--- src/rtl/gpio_pkg.sv ---
package gpio_pkg;

    typedef enum logic [1:0] {
        ST_IDLE   = 2'd0,
        ST_SETUP  = 2'd1,
        ST_ACCESS = 2'd2
    } apb_state_e;

    localparam logic [3:0] IDX_IN_SET    = 4'd0;
    localparam logic [3:0] IDX_STAT_CLR  = 4'd1;
    localparam logic [3:0] IDX_DIR_OUT   = 4'd2;
    localparam logic [3:0] IDX_DIR_IN    = 4'd3;
    localparam logic [3:0] IDX_IEN_SET   = 4'd4;
    localparam logic [3:0] IDX_IEN_CLR   = 4'd5;
    localparam logic [3:0] IDX_EDGE      = 4'd6;
    localparam logic [3:0] IDX_LEVEL     = 4'd7;
    localparam logic [3:0] IDX_POL_HI    = 4'd8;
    localparam logic [3:0] IDX_POL_LO    = 4'd9;
    localparam logic [3:0] IDX_ANY_SET   = 4'd10;
    localparam logic [3:0] IDX_ANY_CLR   = 4'd11;
    localparam logic [3:0] IDX_FLAG_CLR  = 4'd12;
    localparam logic [3:0] IDX_CTRL      = 4'd13;

endpackage

--- src/rtl/gpio_apb_fsm.sv ---
module gpio_apb_fsm
    import gpio_pkg::*;
(
    input  logic clk,
    input  logic rst_n,
    input  logic psel,
    input  logic penable,
    output logic setup_hit,
    output logic access_hit
);

    apb_state_e state_q, state_d;

    always_ff @(posedge clk or negedge rst_n) begin
        if (!rst_n) state_q <= ST_IDLE;
        else        state_q <= state_d;
    end

    always_comb begin
        state_d    = state_q;
        setup_hit  = 1'b0;
        access_hit = 1'b0;
        unique case (state_q)
            ST_IDLE: begin
                if (psel && !penable) begin
                    state_d   = ST_SETUP;
                    setup_hit = 1'b1;
                end
            end
            ST_SETUP: begin
                if (psel && penable) begin
                    state_d    = ST_ACCESS;
                    access_hit = 1'b1;
                end else begin
                    state_d = ST_IDLE;
                end
            end
            ST_ACCESS: begin
                if (psel && !penable) begin
                    state_d   = ST_SETUP;
                    setup_hit = 1'b1;
                end else begin
                    state_d = ST_IDLE;
                end
            end
            default: state_d = ST_IDLE;
        endcase
    end

    assert_access_needs_setup_R14: assert property (@(posedge clk) disable iff (!rst_n)
        access_hit |-> $past(setup_hit));

endmodule

--- src/rtl/gpio_sync.sv ---
module gpio_sync #(
    parameter int unsigned WIDTH = 32
) (
    input  logic             clk,
    input  logic             rst_n,
    input  logic [WIDTH-1:0] pin_in,
    input  logic [WIDTH-1:0] loop_src,
    input  logic             loop_en,
    output logic [WIDTH-1:0] s_now,
    output logic [WIDTH-1:0] s_prev
);

    logic [WIDTH-1:0] src;
    logic [WIDTH-1:0] meta_q;
    logic             live_q;

    assign src = loop_en ? loop_src : pin_in;

    always_ff @(posedge clk or negedge rst_n) begin
        if (!rst_n) begin
            meta_q <= '0;
            s_now  <= '0;
            s_prev <= '0;
            live_q <= 1'b0;
        end else begin
            meta_q <= src;
            s_now  <= meta_q;
            s_prev <= s_now;
            live_q <= 1'b1;
        end
    end

    assert_first_stage_R2: assert property (@(posedge clk) disable iff (!rst_n || !live_q)
        meta_q == $past(src));

    assert_history_R2: assert property (@(posedge clk) disable iff (!rst_n || !live_q)
        s_prev == $past(s_now));

endmodule

--- src/rtl/gpio_irq_cell.sv ---
module gpio_irq_cell (
    input  logic clk,
    input  logic rst_n,
    input  logic s_now,
    input  logic s_prev,
    input  logic edge_mode,
    input  logic pol_high,
    input  logic any_edge,
    input  logic flag_clr,
    output logic status
);

    logic rise, fall, trig, flag_q;

    assign rise = s_now & ~s_prev;
    assign fall = ~s_now & s_prev;
    assign trig = any_edge ? (rise | fall) : (pol_high ? rise : fall);

    always_ff @(posedge clk or negedge rst_n) begin
        if (!rst_n)          flag_q <= 1'b0;
        else if (!edge_mode) flag_q <= 1'b0;
        else if (trig)       flag_q <= 1'b1;
        else if (flag_clr)   flag_q <= 1'b0;
    end

    assign status = edge_mode ? flag_q : (pol_high ? s_now : ~s_now);

    assert_flag_holds_R8: assert property (@(posedge clk) disable iff (!rst_n)
        (edge_mode && status && !flag_clr) |=> (status || !edge_mode));

    assert_clear_works_R10: assert property (@(posedge clk) disable iff (!rst_n)
        (edge_mode && flag_clr && !trig) |=> (!status || !edge_mode));

    assert_any_catches_R9: assert property (@(posedge clk) disable iff (!rst_n)
        (edge_mode && any_edge && (s_now != s_prev)) |=> (status || !edge_mode));

endmodule

--- src/rtl/gpio_apb_irq.sv ---
module gpio_apb_irq
    import gpio_pkg::*;
#(
    parameter int unsigned N_PINS = 32,
    parameter int unsigned ADDR_W = 8
) (
    input  logic              clk,
    input  logic              rst_n,
    input  logic              psel,
    input  logic              penable,
    input  logic              pwrite,
    input  logic [ADDR_W-1:0] paddr,
    input  logic [31:0]       pwdata,
    output logic [31:0]       prdata,
    output logic              pready,
    input  logic [N_PINS-1:0] pin_in,
    output logic [N_PINS-1:0] pin_out,
    output logic [N_PINS-1:0] pin_oe,
    output logic              irq
);

    localparam int unsigned IDX_LSB = 2;
    localparam int unsigned IDX_MSB = 5;

    logic              setup_hit, access_hit;
    logic [3:0]        widx;
    logic              addr_ok;
    logic              wr_hit;
    logic [N_PINS-1:0] wd;
    logic [N_PINS-1:0] out_q, dir_q, ien_q, edge_q, pol_q, any_q;
    logic              loop_q;
    logic [N_PINS-1:0] s_now, s_prev, status, flag_clr;
    logic [31:0]       rd_word;

    gpio_apb_fsm i_fsm (
        .clk        (clk),
        .rst_n      (rst_n),
        .psel       (psel),
        .penable    (penable),
        .setup_hit  (setup_hit),
        .access_hit (access_hit)
    );

    assign widx    = paddr[IDX_MSB:IDX_LSB];
    assign addr_ok = (paddr[ADDR_W-1:IDX_MSB+1] == '0) && (paddr[IDX_LSB-1:0] == '0);
    assign wr_hit  = access_hit && pwrite && addr_ok;
    assign wd      = pwdata[N_PINS-1:0];
    assign pready  = 1'b1;

    always_ff @(posedge clk or negedge rst_n) begin
        if (!rst_n) begin
            out_q  <= '0;
            dir_q  <= '0;
            ien_q  <= '0;
            edge_q <= '0;
            pol_q  <= '0;
            any_q  <= '0;
            loop_q <= 1'b0;
        end else if (wr_hit) begin
            case (widx)
                IDX_IN_SET:   out_q  <= out_q | wd;
                IDX_STAT_CLR: out_q  <= out_q & ~wd;
                IDX_DIR_OUT:  dir_q  <= dir_q | wd;
                IDX_DIR_IN:   dir_q  <= dir_q & ~wd;
                IDX_IEN_SET:  ien_q  <= ien_q | wd;
                IDX_IEN_CLR:  ien_q  <= ien_q & ~wd;
                IDX_EDGE:     edge_q <= edge_q | wd;
                IDX_LEVEL:    edge_q <= edge_q & ~wd;
                IDX_POL_HI:   pol_q  <= pol_q | wd;
                IDX_POL_LO:   pol_q  <= pol_q & ~wd;
                IDX_ANY_SET:  any_q  <= any_q | wd;
                IDX_ANY_CLR:  any_q  <= any_q & ~wd;
                IDX_CTRL:     loop_q <= pwdata[0];
                default: ;
            endcase
        end
    end

    assign flag_clr = (wr_hit && widx == IDX_FLAG_CLR) ? wd : '0;

    gpio_sync #(.WIDTH(N_PINS)) i_sync (
        .clk      (clk),
        .rst_n    (rst_n),
        .pin_in   (pin_in),
        .loop_src (out_q),
        .loop_en  (loop_q),
        .s_now    (s_now),
        .s_prev   (s_prev)
    );

    for (genvar g = 0; g < N_PINS; g++) begin : g_cell
        gpio_irq_cell i_cell (
            .clk       (clk),
            .rst_n     (rst_n),
            .s_now     (s_now[g]),
            .s_prev    (s_prev[g]),
            .edge_mode (edge_q[g]),
            .pol_high  (pol_q[g]),
            .any_edge  (any_q[g]),
            .flag_clr  (flag_clr[g]),
            .status    (status[g])
        );
    end

    always_comb begin
        rd_word = '0;
        if (addr_ok) begin
            case (widx)
                IDX_IN_SET:               rd_word[N_PINS-1:0] = s_now;
                IDX_STAT_CLR:             rd_word[N_PINS-1:0] = status;
                IDX_DIR_OUT, IDX_DIR_IN:  rd_word[N_PINS-1:0] = dir_q;
                IDX_IEN_SET, IDX_IEN_CLR: rd_word[N_PINS-1:0] = ien_q;
                IDX_EDGE, IDX_LEVEL:      rd_word[N_PINS-1:0] = edge_q;
                IDX_POL_HI, IDX_POL_LO:   rd_word[N_PINS-1:0] = pol_q;
                IDX_ANY_SET, IDX_ANY_CLR: rd_word[N_PINS-1:0] = any_q;
                IDX_CTRL:                 rd_word[0] = loop_q;
                default:                  rd_word = '0;
            endcase
        end
    end

    always_ff @(posedge clk or negedge rst_n) begin
        if (!rst_n)         prdata <= '0;
        else if (setup_hit) prdata <= rd_word;
    end

    assign pin_out = out_q;
    assign pin_oe  = dir_q;
    assign irq     = |(status & ien_q);

    assert_out_set_R2: assert property (@(posedge clk) disable iff (!rst_n)
        (wr_hit && widx == IDX_IN_SET) |=> ((pin_out & $past(wd)) == $past(wd)));

    assert_out_clear_R3: assert property (@(posedge clk) disable iff (!rst_n)
        (wr_hit && widx == IDX_STAT_CLR) |=> ((pin_out & $past(wd)) == '0));

    assert_dir_out_R4: assert property (@(posedge clk) disable iff (!rst_n)
        (wr_hit && widx == IDX_DIR_OUT) |=> ((pin_oe & $past(wd)) == $past(wd)));

    assert_irq_masked_R5: assert property (@(posedge clk) disable iff (!rst_n)
        (ien_q == '0) |-> !irq);

endmodule

--- config.mk ---
export PLATFORM = sky130hd
export DESIGN_NAME = gpio_apb_irq
export DESIGN_NICKNAME = d
export VERILOG_FILES = /design/src/rtl/gpio_pkg.sv /design/src/rtl/gpio_apb_fsm.sv /design/src/rtl/gpio_sync.sv /design/src/rtl/gpio_irq_cell.sv /design/src/rtl/gpio_apb_irq.sv
export SDC_FILE = /design/constraint.sdc
export NUM_CORES = 1
export LEC_CHECK = 0
export BUFFER_PORTS_ARGS = -buffer_cell sky130_fd_sc_hd__buf_2
export CAP_MARGIN = 40
export CORE_UTILIZATION = 61
export DETAILED_ROUTE_END_ITERATION = 8
export PLACE_DENSITY = 0.82
export SYNTH_ARGS = -nofsm -noshare
export SYNTH_HDL_FRONTEND = slang
export SYNTH_HIERARCHICAL = 1
export SYNTH_SLANG_ARGS = --single-unit
--- constraint.sdc ---
create_clock -name clk -period 5.8 [get_ports clk]
set_clock_uncertainty 0.15 [all_clocks]
set_input_delay 0.58 -clock clk [delete_from_list [all_inputs] [get_ports clk]]
set_output_delay 0.58 -clock clk [all_outputs]
set_load 0.005 [all_outputs]
# Word level (Yosys, flattened, before mapping)
# Cells that the tools add are included.
# word_totals
regBits	355
inputBits	77
out_inout_bits	98
wordCells	540
# classes
n_eq_ne	48
muxes	243
bitwise	174
n_reduce_logical	31
# ops
operator	n
case mux 32 bit (2 select lines)	6
2-to-1 mux 1 bit	229
bitwise AND 32 bit	7
case mux 31 bit (7 select lines)	1
OR 32 bit	6
2-to-1 mux 32 bit	3
!= test 3 x 1 -> 1 bit (second input constant)	32
bitwise AND 1 bit	64
inverter 1 bit	64
inverter 32 bit	1
OR 1 bit	32
OR reduction 32 bit	1
== test 4 bit (second input constant)	6
== test 4 x 3 -> 1 bit (second input constant)	4
AND reduction 2 bit	7
nonzero test 2 bit	6
OR reduction 2 bit	6
== test 4 x 2 -> 1 bit (second input constant)	2
case mux 1 bit (8 select lines)	1
logical AND 1 bit	6
zero test 2 bit	3
case mux 2 bit (3 select lines)	1
== test 4 x 1 -> 1 bit (second input constant)	1
zero test 4 bit	1
other kinds (5)	6

# Depth between registers and ports, before layout
# logic_depth
ltp_word	10
ltp_mapped	9

# Cells and area by module
# Netlist, hierarchy kept.
# by_module_without_submodules
module	n_inst	cells_each	area_per_inst_um2	seq_area_each_um2
gpio_apb_irq	1	1195	11612.4	5630.4
gpio_irq_cell	32	14	126.4	25.0
gpio_sync	1	132	2946.6	2402.3
gpio_apb_fsm	1	6	85.1	50.0

# Least setup slack after synthesis
# Ideal clock, no wire load.
# synth_timing
path_type	input -> register
start	input paddr[7]
end	register g_cell[11].i_cell.flag_q
setup_time_ns	0.124
arrival_time_ns	2.464
required_time_ns	5.526
slack_ns	3.062
stages	9
path_buffers	2
path_cell_list	or4_4 -> buf_6 -> or3_1 -> nor3_2 -> clkbuf_1 -> and2_1 -> nor2b_4 -> o21ai_2 -> a21oi_2
# synth_via
elab_chain_len	6
# synth_rtl
item	line	source
start: declaration	gpio_apb_irq.sv:12	input logic [ADDR_W-1:0] paddr,
zero test 2 bit	gpio_apb_irq.sv:45	assign addr_ok = (paddr[ADDR_W-1:IDX_MSB+1] == '0) && (paddr[IDX_LSB-1:0] == '0);
logical AND 1 bit	gpio_apb_irq.sv:45	
logical AND 1 bit	gpio_apb_irq.sv:46	assign wr_hit = access_hit && pwrite && addr_ok;
logical AND 1 bit	gpio_apb_irq.sv:79	assign flag_clr = (wr_hit && widx == IDX_FLAG_CLR) ? wd : '0;
2-to-1 mux 32 bit	gpio_apb_irq.sv:79	
via flag_clr[11]	gpio_apb_irq.sv:32	logic [N_PINS-1:0] s_now, s_prev, status, flag_clr;
!= test 3 x 1 -> 1 bit (no source line)	--	
end signal: assignment	gpio_irq_cell.sv:21	else if (!edge_mode) flag_q <= 1'b0;
end signal: assignment	gpio_irq_cell.sv:22	else if (trig) flag_q <= 1'b1;
end signal: assignment	gpio_irq_cell.sv:23	else if (flag_clr) flag_q <= 1'b0;
end: declaration	gpio_irq_cell.sv:13	logic rise, fall, trig, flag_q;
# The timed path passes the listed nets, and every way through them passes these cells.
# A chain may end at the register's enable or synchronous reset.

# Worst setup path after layout
# layout_timing
start	register i_sync.s_now[4]
end	output irq
# layout_via
elab_chain_len	5
# layout_rtl
item	line	source
start: declaration	gpio_sync.sv:9	output logic [WIDTH-1:0] s_now,
start signal: assignment	gpio_sync.sv:27	s_now <= meta_q;
inverter 1 bit	gpio_irq_cell.sv:26	assign status = edge_mode ? flag_q : (pol_high ? s_now : ~s_now);
2-to-1 mux 1 bit * (2 in a row)	gpio_irq_cell.sv:26	
via status[4]	gpio_apb_irq.sv:32	
bitwise AND 32 bit *	gpio_apb_irq.sv:129	assign irq = |(status & ien_q);
OR reduction 32 bit *	gpio_apb_irq.sv:129	
end: declaration	gpio_apb_irq.sv:19	output logic irq
# The timed path passes the listed nets; every way through them passes the cells marked *.

==> load_flow_metrics.sql <==
INSERT INTO impl_metrics (metric_group, metric, value, unit) VALUES
('logic_synthesis', 'yosys_most_used_dff', 'dfrtp_1', ''),
('logic_synthesis', 'yosys_warnings', '6', ''),
('sta', 'rsz0062_at_grt', 'false', ''),
('die', 'die_y_extent', '177.0', 'um'),
('cells_and_area', 'area_growth', '12.65', '%'),
('setup_path', 'setup.worst_path.class', 'reg2out', ''),
('min_path', 'min_to', 'i_fsm/state_q[0]$_DFFE_PN0P_', ''),
('detailed_routing', 'postRouteAntennaNets', '0', ''),
('detailed_routing', 'routed_wl', '48840', 'um'),
('cts', 'post_cts.resized_instances', '0', ''),
('setup_path', 'setup_slack_of_the_worst_register_to_register_path', '2750', 'ps'),
('setup_path', 'crit_start', 'i_sync/s_now[4]$_DFF_PN0_', ''),
('sta', 'period_share', '0.5942', ''),
('cts', 'numClockSinks', '355', ''),
('detailed_routing', 'drc_errors', '0', ''),
('die', 'core_area', '29870', 'sq um'),
('die', 'die_x', '177.0', 'um'),
('job', 'cap_viol_max_count', '0', ''),
('setup_path', 'rr_startpoint', 'i_fsm/state_q[1]$_DFFE_PN0P_', ''),
('placed_design', 'final_weighted_congestion_in_routability_driven_placement', '0.8497', ''),
('detailed_routing', 'via_count', '13920', ''),
('setup_path', 'worst-endpoint-required', '5070', 'ps'),
('setup_path', 'end_kind', 'output pin', ''),
('cells_and_area', 'fin_nets', '2042', ''),
('cts', 'cts_tree', 'yes', ''),
('logic_synthesis', 'syn-num-nets', '1922', ''),
('cells_and_area', 'post-route-cell-area', '21050', 'sq um'),
('setup_path', 'worstPathCellList', 'xor2_1 > o21ai_0 > a22oi_1 > nand4_1 > or4_1 > buf_2', ''),
('power', 'lkg_pwr', '0.01192', 'uW'),
('global_routing', 'first_global_vias', '14010', ''),
('sta', 'period_needed', '3446', 'ps'),
('detailed_routing', 'initialDrtViolationCount', '1303', ''),
('die', 'initial_core_util', '0.6255', ''),
('sta', 'setup_tns', '0', 'ps'),
('power', 'vdd_ir_drop_max', '0.2035', 'mV'),
('logic_synthesis', 'synth-edff-count', '0', ''),
('cts', 'cts_max_level', '2', ''),
('min_path', 'hp-start', 'penable', ''),
('setup_path', 'maximum_fanout_along_the_worst_path', '5', ''),
('die', 'std_cell_rows', '63', ''),
('cts', 'clk_path_buf_depth', '3', ''),
('detailed_routing', 'post_drt_via_cell_ratio', '6.004', ''),
('setup_path', 'critical-path-slowest-cell', 'or4_1', ''),
('setup_path', 'cp_data_arrival_time', '2720', 'ps'),
('die', 'die_area', '31340', 'sq um'),
('placed_design', 'placedCellCount', '2250', ''),
('setup_path', 'cp_slowest_stage_delay', '630', 'ps'),
('sta', 'fmax', '290.2', 'MHz'),
('global_routing', 'grt_max_degree', '154', ''),
('cells_and_area', 'drive_above_1_share', '0.2276', ''),
('die', 'floorplan.io_pins', '175', ''),
('global_routing', 'number_of_antenna_violations_at_the_first_check_in_global_routing', '0', ''),
('cts', 'clkSlewWorstSetupHoldPaths', '60', 'ps'),
('sta', 'finalHoldViolations', '0', ''),
('global_routing', 'overall_overflow_remaining_after_global_route', '0', ''),
('setup_path', 'timing.critical_path.from_type', 'register', ''),
('cells_and_area', 'antenna_cells', '0', ''),
('sta', 'transition_at_the_pin_with_the_smallest_max_transition_slack', '926.7', 'ps'),
('cells_and_area', 'finalNonFillerCells', '2319', ''),
('global_routing', 'grt_usage', '0.3173', ''),
('status', 'run_status', 'completed', ''),
('min_path', 'min_path_type', 'in2reg', ''),
('detailed_routing', 'drt-wirelength-per-cell', '21.06', 'um'),
('setup_path', 'ff2ff_path_depth', '9', ''),
('placed_design', 'port-buffer-count', '173', ''),
('sta', 'setup_violations', '0', ''),
('detailed_routing', 'firstDrtPassIters', '5', ''),
('logic_synthesis', 'ys_seq_area_frac', '0.4754', ''),
('logic_synthesis', 'syn-instance-count', '1781', ''),
('logic_synthesis', 'postSynth.asyncResetShare', '1.000', ''),
('setup_path', 'rr_endpoint', 'g_cell[21].i_cell/flag_q$_DFFE_PN0P_', '');
## what timing repair did
action | 4_1_cts | 5_1_grt
setup buffers | 0 | 0
endpoints found under the hold margin | 80 | 0
hold buffers | 1 | 0
## cells in the final DEF (no fill, tap or decap), drive strengths merged, types with 36 or more instances in the layout
master,n
a21oi,89
nor2,36
dfrtp,355
mux2,40
ha,64
buf,198
o21ai,89
a22oi,46
clkbuf,57
mux2i,256
inv,226
nand2,229
## cells in the mapped netlist, types with 10 or more instances
library cell	n	area share
nand2_1	229	0.046
buf_2	25	0.0067
nor2_2	32	0.011
o21ai_0	57	0.015
ha_1	64	0.043
mux2_2	10	0.0060
a21oi_1	57	0.015
mux2_4	30	0.024
o21ai_2	32	0.015
dfrtp_1	355	0.48
a22oi_1	46	0.018
a22o_1	25	0.012
and2_1	32	0.011
a21oi_2	32	0.015
o22ai_1	30	0.010
nor2b_4	32	0.024
clkbuf_1	82	0.016
mux2i_1	256	0.14
inv_1	225	0.045
xor2_1	32	0.015
a31oi_1	32	0.011
## worst max-delay path by stage
stage	slack, ps	to	cells past startpoint
2_1_floorplan	3060	g_cell[11].i_cell/flag_q$_DFFE_PN0P_	9
3_3_place_gp	2450	register	6
3_5_place_dp	2470	g_cell[11].i_cell/flag_q$_DFFE_PN0P_	9
4_1_cts	2390	irq	6
5_1_grt	2280	irq	6
6_report	2350	irq	6
## layer usage
metal | global-route usage | wire, um | vias to the layer above
li1 | - | - | 6181
met1 | 0.4291 | 19990 | 7011
met2 | 0.5181 | 23950 | 601
met3 | 0.04618 | 3342 | 131
met4 | 0.1196 | 1551 | 0
met5 | 0 | 0 | -
## power by group
| part | switching (uW) | total (uW) | internal [uW] |
|---|---|---|---|
| registers | 45.0 | 2570 | 2530 |
| logic | 245 | 378 | 133 |
| clock network | 991 | 2360 | 1370 |
| total | 1280 | 5310 | 4030 |
## final cells by class
| class | instances | area (sq um) |
|---|---|---|
| clock buffers | 57 | 1114 |
| well taps | 390 | 488.0 |
| inverters | 227 | 852.1 |
| clock inverters | 11 | 86.33 |
| flip-flops and latches | 355 | 8885 |
| repair buffers | 199 | 1150 |
| multi-input cells | 1080 | 8477 |
| fillers | 2073 | 8823 |
## worst max-delay path: cells and delay by family, from the launching register on
family,cells,cell delay (ps)
flops,1,450
compound gates,2,620
xor+xnor,1,170
simple gates,2,760
buf+inv,1,170
## per-stage QoR
step,setup WS [ps],util,hold slack [ps]
after CTS,2389,0.7047,79.73
after floorplan,3062,-,134.4
after global routing,2277,0.7047,106.5
after detailed placement,2473,0.6642,184.7
after global placement,2448,0.6626,181.7
final,2354,0.7047,86.82
## cells by family after synthesis
| logic type | synth area share |
|---|---|
| AO/OA/AOI/OAI | 0.1172 |
| XOR/XNOR | 0.01500 |
| adder cells (fa/ha/maj) | 0.04285 |
| buffers and inverters | 0.07492 |
| flip-flops | 0.4754 |
| multiplexers | 0.1672 |
| other | 0.0002007 |
| AND/OR/NAND/NOR | 0.1072 |
Note: power is estimated with default switching activity, not from simulation.
